## config.mk

```make
export PLATFORM = sky130hd
export DESIGN_NAME = acc_exec_unit
export DESIGN_NICKNAME = d
export VERILOG_FILES = /design/src/rtl/acc_pkg.sv /design/src/rtl/acc_regfile.sv /design/src/rtl/acc_compute.sv /design/src/rtl/acc_route.sv /design/src/rtl/acc_exec_unit.sv
export SDC_FILE = /design/constraint.sdc
export NUM_CORES = 2
export LEC_CHECK = 0
export BUFFER_PORTS_ARGS = -buffer_cell sky130_fd_sc_hd__buf_2
export CAP_MARGIN = 20
export CORE_ASPECT_RATIO = 1.25
export CORE_UTILIZATION = 41
export DETAILED_ROUTE_END_ITERATION = 16
export GPL_TIMING_DRIVEN = 0
export HOLD_SLACK_MARGIN = 0.03
export PLACE_DENSITY = 0.59
export RECOVER_POWER = 25
export SETUP_SLACK_MARGIN = 0.5
export SLEW_MARGIN = 15
export SYNTH_ARGS = -nofsm -noshare
export SYNTH_HDL_FRONTEND = slang
export SYNTH_HIERARCHICAL = 1
export SYNTH_SLANG_ARGS = --single-unit
```

## constraint.sdc

```tcl
create_clock -name clk -period 8.73 [get_ports clk]
set_clock_uncertainty 0.05 [all_clocks]
set_input_delay 0 -clock clk [delete_from_list [all_inputs] [get_ports clk]]
set_output_delay 0 -clock clk [all_outputs]
set_load 0.01 [all_outputs]
```

## src/rtl/acc_pkg.sv

```systemverilog
package acc_pkg;

  localparam int unsigned ACC_DW    = 8;
  localparam int unsigned ACC_DEPTH = 128;

  typedef enum logic [2:0] {
    OP_ADD_LIT  = 3'd0,
    OP_ADD_FILE = 3'd1,
    OP_AND_LIT  = 3'd2,
    OP_AND_FILE = 3'd3,
    OP_BIT_CLR  = 3'd4,
    OP_BIT_SET  = 3'd5,
    OP_RSV6     = 3'd6,
    OP_RSV7     = 3'd7
  } op_e;

  typedef struct packed {
    logic to_w;
    logic to_file;
    logic upd_cdc;
    logic upd_z;
  } route_t;

endpackage

```

## src/rtl/acc_regfile.sv

```systemverilog
module acc_regfile #(
  parameter int unsigned DW    = 8,
  parameter int unsigned DEPTH = 128,
  localparam int unsigned AW   = $clog2(DEPTH)
) (
  input  logic          clk,
  input  logic          rst,
  input  logic          wr_en,
  input  logic [AW-1:0] wr_addr,
  input  logic [DW-1:0] wr_data,
  input  logic [AW-1:0] op_addr,
  output logic [DW-1:0] op_data,
  input  logic [AW-1:0] dbg_addr,
  output logic [DW-1:0] dbg_data
);

  logic [DW-1:0] cells [DEPTH];

  // one register per entry, each with its own address match
  for (genvar gi = 0; gi < DEPTH; gi++) begin : g_cell
    logic hit;
    assign hit = wr_en && (wr_addr == AW'(gi));
    always_ff @(posedge clk) begin
      if (rst) begin
        cells[gi] <= '0;
      end else if (hit) begin
        cells[gi] <= wr_data;
      end
    end
  end

  assign op_data  = cells[op_addr];
  assign dbg_data = cells[dbg_addr];

endmodule

```

## src/rtl/acc_compute.sv

```systemverilog
module acc_compute
  import acc_pkg::*;
#(
  parameter int unsigned DW = 8,
  localparam int unsigned BW = $clog2(DW),
  localparam int unsigned NW = DW / 2
) (
  input  op_e           op,
  input  logic [DW-1:0] w_val,
  input  logic [DW-1:0] f_val,
  input  logic [DW-1:0] lit,
  input  logic [BW-1:0] bit_sel,
  output logic [DW-1:0] result,
  output logic          carry,
  output logic          dcarry,
  output logic          zero
);

  logic [DW-1:0] rhs;
  logic [DW:0]   sum_full;
  logic [NW:0]   sum_low;
  logic [DW-1:0] bit_mask;
  logic          use_lit;

  assign use_lit  = (op == OP_ADD_LIT) || (op == OP_AND_LIT);
  assign rhs      = use_lit ? lit : f_val;
  assign sum_full = {1'b0, w_val} + {1'b0, rhs};
  assign sum_low  = {1'b0, w_val[NW-1:0]} + {1'b0, rhs[NW-1:0]};
  assign bit_mask = DW'(1) << bit_sel;

  always_comb begin
    unique case (op)
      OP_ADD_LIT, OP_ADD_FILE: result = sum_full[DW-1:0];
      OP_AND_LIT, OP_AND_FILE: result = w_val & rhs;
      OP_BIT_CLR:              result = f_val & ~bit_mask;
      OP_BIT_SET:              result = f_val | bit_mask;
      default:                 result = f_val;
    endcase
  end

  assign carry  = sum_full[DW];
  assign dcarry = sum_low[NW];
  assign zero   = (result == '0);

endmodule

```

## src/rtl/acc_route.sv

```systemverilog
module acc_route
  import acc_pkg::*;
(
  input  logic   valid,
  input  op_e    op,
  input  logic   dest,
  output route_t route
);

  always_comb begin
    route = '0;
    if (valid) begin
      unique case (op)
        OP_ADD_LIT: begin
          route.to_w    = 1'b1;
          route.upd_cdc = 1'b1;
          route.upd_z   = 1'b1;
        end
        OP_ADD_FILE: begin
          route.to_w    = ~dest;
          route.to_file = dest;
          route.upd_cdc = 1'b1;
          route.upd_z   = 1'b1;
        end
        OP_AND_LIT: begin
          route.to_w  = 1'b1;
          route.upd_z = 1'b1;
        end
        OP_AND_FILE: begin
          route.to_w    = ~dest;
          route.to_file = dest;
          route.upd_z   = 1'b1;
        end
        OP_BIT_CLR, OP_BIT_SET: begin
          route.to_file = 1'b1;
        end
        default: route = '0;
      endcase
    end
  end

endmodule

```

## src/rtl/acc_exec_unit.sv

```systemverilog
module acc_exec_unit
  import acc_pkg::*;
#(
  parameter int unsigned DATA_W     = ACC_DW,
  parameter int unsigned FILE_DEPTH = ACC_DEPTH,
  localparam int unsigned AW        = $clog2(FILE_DEPTH),
  localparam int unsigned BW        = $clog2(DATA_W)
) (
  input  logic              clk,
  input  logic              rst,
  input  logic              in_valid,
  output logic              in_ready,
  input  logic [2:0]        in_op,
  input  logic [AW-1:0]     in_addr,
  input  logic [DATA_W-1:0] in_lit,
  input  logic [BW-1:0]     in_bit,
  input  logic              in_dest,
  output logic [DATA_W-1:0] w_out,
  output logic              flag_c,
  output logic              flag_dc,
  output logic              flag_z,
  input  logic [AW-1:0]     dbg_addr,
  output logic [DATA_W-1:0] dbg_data
);

  op_e               op;
  route_t            rt;
  logic [DATA_W-1:0] w_q;
  logic              c_q, dc_q, z_q;
  logic [DATA_W-1:0] f_rd;
  logic [DATA_W-1:0] res;
  logic              c_n, dc_n, z_n;

  assign op       = op_e'(in_op);
  assign in_ready = 1'b1;

  acc_route u_route (
    .valid (in_valid),
    .op    (op),
    .dest  (in_dest),
    .route (rt)
  );

  acc_regfile #(.DW(DATA_W), .DEPTH(FILE_DEPTH)) u_file (
    .clk      (clk),
    .rst      (rst),
    .wr_en    (rt.to_file),
    .wr_addr  (in_addr),
    .wr_data  (res),
    .op_addr  (in_addr),
    .op_data  (f_rd),
    .dbg_addr (dbg_addr),
    .dbg_data (dbg_data)
  );

  acc_compute #(.DW(DATA_W)) u_alu (
    .op      (op),
    .w_val   (w_q),
    .f_val   (f_rd),
    .lit     (in_lit),
    .bit_sel (in_bit),
    .result  (res),
    .carry   (c_n),
    .dcarry  (dc_n),
    .zero    (z_n)
  );

  always_ff @(posedge clk) begin
    if (rst) begin
      w_q  <= '0;
      c_q  <= 1'b0;
      dc_q <= 1'b0;
      z_q  <= 1'b0;
    end else begin
      if (rt.to_w)    w_q <= res;
      if (rt.upd_cdc) begin
        c_q  <= c_n;
        dc_q <= dc_n;
      end
      if (rt.upd_z)   z_q <= z_n;
    end
  end

  assign w_out   = w_q;
  assign flag_c  = c_q;
  assign flag_dc = dc_q;
  assign flag_z  = z_q;

endmodule

```

==> flow_summary_export.csv <==
group,metric,value,unit
job,drv_cap,3,
placement,gp_congestion,1.07,
outcome,outcome,"finished, violations left",
layout,final_cells,5686,
outcome,violations,"max-capacitance violations, max-slew violations",
route,drt.antenna.violating_nets,0,
worst_setup_path,slowest_delay,0.96,ns
worst_hold_path,hp-class,"in -> reg",
worst_setup_path,crit_chain,"buf_2 > clkbuf_1 > buf_1 > mux4_2 > mux4_2 > mux4_2 > mux2_2 > mux2_2 > ha_1 > fa_1 > a21o_1 > a21oi_1 > o21ai_0 > xnor2_1 > o31ai_1 > buf_4 > clkbuf_1 > buf_8 > clkbuf_1 > and2_1",
worst_setup_path,cp-end-kind,"flop",
clock_tree,cts-root-buf,"clkbuf_16",
route,drc,0,
worst_hold_path,holdPathEnd,"flag_dc",
grt,grt_pass1_wl,316000,µm
pwr,peakVddDrop,0.159,mV
clock_tree,cts_buffers,105,
layout,nFillCells,11924,
placement,io_buffers,37,
logic_synthesis,yosys-top-cells-area,"edfxtp_1 (54%), mux4_2 (27%), and2_1 (7.0%), and3_1 (4.3%), clkbuf_1 (2.0%)",
grt,grt_pass1_vias,37701,
clock_tree,clkTransAtPathRegs,0.06,ns
route,drt_iter0_drc,6100,
route,wire_per_inst,41.2,µm
die,die_h,419,µm
worst_setup_path,r2r_end,"u_file/cells[48][6]",
layout,final_common_cell,"edfxtp_1",
pwr,p_total,12500,µW
die,dieArea,140000,µm²
grt,antenna_found_initial,29,
clock_tree,cts_sinks,1035,
route,wirelength,234000,µm
worst_hold_path,hold_path_depth,8,
grt,gr-total-overflow,0,
worst_setup_path,cp.arrival,8.37,ns
worst_setup_path,reg2regPathDepth,17,
logic_synthesis,synthesis.area,57000,µm²
layout,drive_gt1_share,25.7,%
grt,grt_start_max_net_pins,15,
die,num_rows,152,
timing,period_needed,7.84,ns
logic_synthesis,synth_edf_count,1024,
worst_setup_path,critPathTopFamily,"buffers and inverters",
worst_setup_path,cp_slowest_cell,"buf_1",
layout,design_area,63600,µm²
worst_setup_path,criticalPathCategory,"in -> reg",
timing,rsz0062_at_grt,"false",
worst_setup_path,worstPathRequired,9.26,ns
layout,area_growth,11.7,%
logic_synthesis,yosysWarnings,6,
placement,place_area,59700,µm²
die,coreArea,138000,µm²
clock_tree,ctsResizeCount,0,
layout,mostFrequentLayoutCells,"edfxtp_1 (1024), mux4_2 (675), and2_1 (640), and3_1 (389), clkbuf_1 (330)",
logic_synthesis,syn_inst,3539,
timing,slew_headroom,-62.8,%
logic_synthesis,syn-num-nets,3582,
pwr,power.density_cell_area,197,nW/µm²
layout,layout.nets,3784,
logic_synthesis,avgSynthCellArea,16.1,µm²
grt,grt_usage,33.6,%
worst_setup_path,critical_path_buf_inv_count,7,
route,routed-via-count,37935,
clock_tree,clock_latency,0.76,ns
die,die_w,335,µm
timing,drv_slew,19,
worst_setup_path,start_kind,"primary input",
timing,post-route-period-util,89.8,%
route,dr.pass1.iters,6,
worst_setup_path,ff2ff_setup_slack,1.76,ns
logic_synthesis,async_flop_share,0,%
placement,dp.cells,5443,
worst_hold_path,hp-start,"in_lit[2]",
logic_synthesis,ys_ff_latch,1035,
placement,dp_hpwl,177000,µm
logic_synthesis,ys_seq_area_share,54.4,%
logic_synthesis,synth_cell_type_count,49,
logic_synthesis,synthFlopType,"edfxtp_1",
layout,final_util,46.3,%
timing,fmax,128,MHz
clock_tree,htreeDepth,3,
worst_setup_path,rr_startpoint,"u_file/cells[45][0]",
worst_setup_path,path_max_fanout,10,
timing,layout_setup_ws,0.891,ns
logic_synthesis,yosysTopAreaCell,"edfxtp_1",
die,ios,52,
timing,finalHoldViolations,0,
logic_synthesis,netlist.area_leader.share,54.0,%
clock_tree,cts_max_path_buffers,3,
route,via_per_inst,6.67,
placement,post-place-ws,0.105,ns
pwr,leakagePower,0.0233,µW
clock_tree,cts_tree,"done",
die,start_util,41.4,%
timing,worstMarginPinSlew,2.42,ns
timing,setup_viol,0,
## cells in the mapped netlist, drive strengths merged, types with 2 or more instances
cell type,n
edfxtp,1024
mux4,675
and2,640
and3,389
clkbuf,296
nor2,115
buf,91
o21bai,73
a21o,59
nand2,28
mux2,27
mux2i,15
dfxtp,11
ha,10
nand3b,9
a21oi,8
nand3,8
nor2b,7
nor3b,7
o21ai,6
nand2b,5
inv,4
or2,4
xor2,4
and3b,3
o31ai,3
a221o,2
nand4b,2
or4b,2
## kinds of logic (layout without fill, tap and decap cells)
logic type / Yosys count / after routing / share of synthesized area [%]
mux: 717 / 717 / 27.5
compound gates: 156 / 156 / 2.03
flops: 1035 / 1035 / 54.4
xor+xnor: 5 / 5 / 0.0769
fa+ha+maj: 11 / 11 / 0.255
simple gates: 1223 / 1223 / 12.9
buf+inv: 391 / 682 / 2.87
other cells: 1 / 9 / 0.00658
## area by class of cell
class                      instances  area (µm²)  share of cell area (%)
buffer                           387        1630                    2.57
clock buffer                     127        2770                    4.36
tap                             1848        2310                    3.64
sequential                      1035       31000                    48.7
clock inverter                    69         781                    1.23
inverter                           4        15.0                  0.0236
multi-input combinational       2113       24400                    38.3
timing repair buffer              95         739                    1.16
antenna                            8        20.0                  0.0315
## tightest hold or removal path: stages
cell     delay (ns)
buf_2          0.09
mux2_2         0.14
ha_1           0.20
a21o_1         0.11
a21oi_1        0.13
inv_1          0.06
mux2i_1        0.06
nor2_1         0.07
## stage by stage
stage	hold WS [ns]	TNS (ns)
2_1_floorplan	0.0224	0
3_5_place_dp	0.364	0
5_1_grt	0.199	0
4_1_cts	0.0514	0
3_3_place_gp	0.366	-2.44
6_report	0.0922	0
## routing by layer
| layer | up-vias | share of wire, % | GRT usage, % |
|---|---|---|---|
| met2 | 2961 | 46 | 52.1 |
| met5 | - | 0.047 | 0 |
| met1 | 19726 | 33 | 38.9 |
| met3 | 689 | 12 | 10.9 |
| met4 | 18 | 8.8 | 24.8 |
| li1 | 14541 | - | - |
## what timing repair did
| item | CTS | global route |
|---|---|---|
| setup buffers | 0 | 0 |
| endpoints found under the hold margin | 25 | 0 |
| hold buffers | 20 | 0 |
## how the worst max path moves through the flow
stage          startpoint                   to  slack (ns)  cells past startpoint
3_3_place_gp   in_addr[2]  u_file/cells[64][6]       -0.12                     18
6_report       in_addr[2]  u_file/cells[48][6]        0.89                     20
2_1_floorplan  in_addr[0]  u_file/cells[67][6]        3.53                     17
3_5_place_dp   in_addr[2]  u_file/cells[64][6]        0.10                     19
4_1_cts        in_addr[2]  u_file/cells[48][6]        0.87                     19
5_1_grt        in_addr[2]  u_file/cells[49][6]        0.98                     20
## where the power goes
group,switching [µW],internal (µW)
Combinational,1370,653
Clock,2030,2730
Sequential,102,5620
## state kept, by name (all words and copies together), names as in the netlist
signal / count
flag_c: 1
flag_dc: 1
flag_z: 1
u_file/cells: 1024
w_out: 8
(Power assumes the default switching activity.)
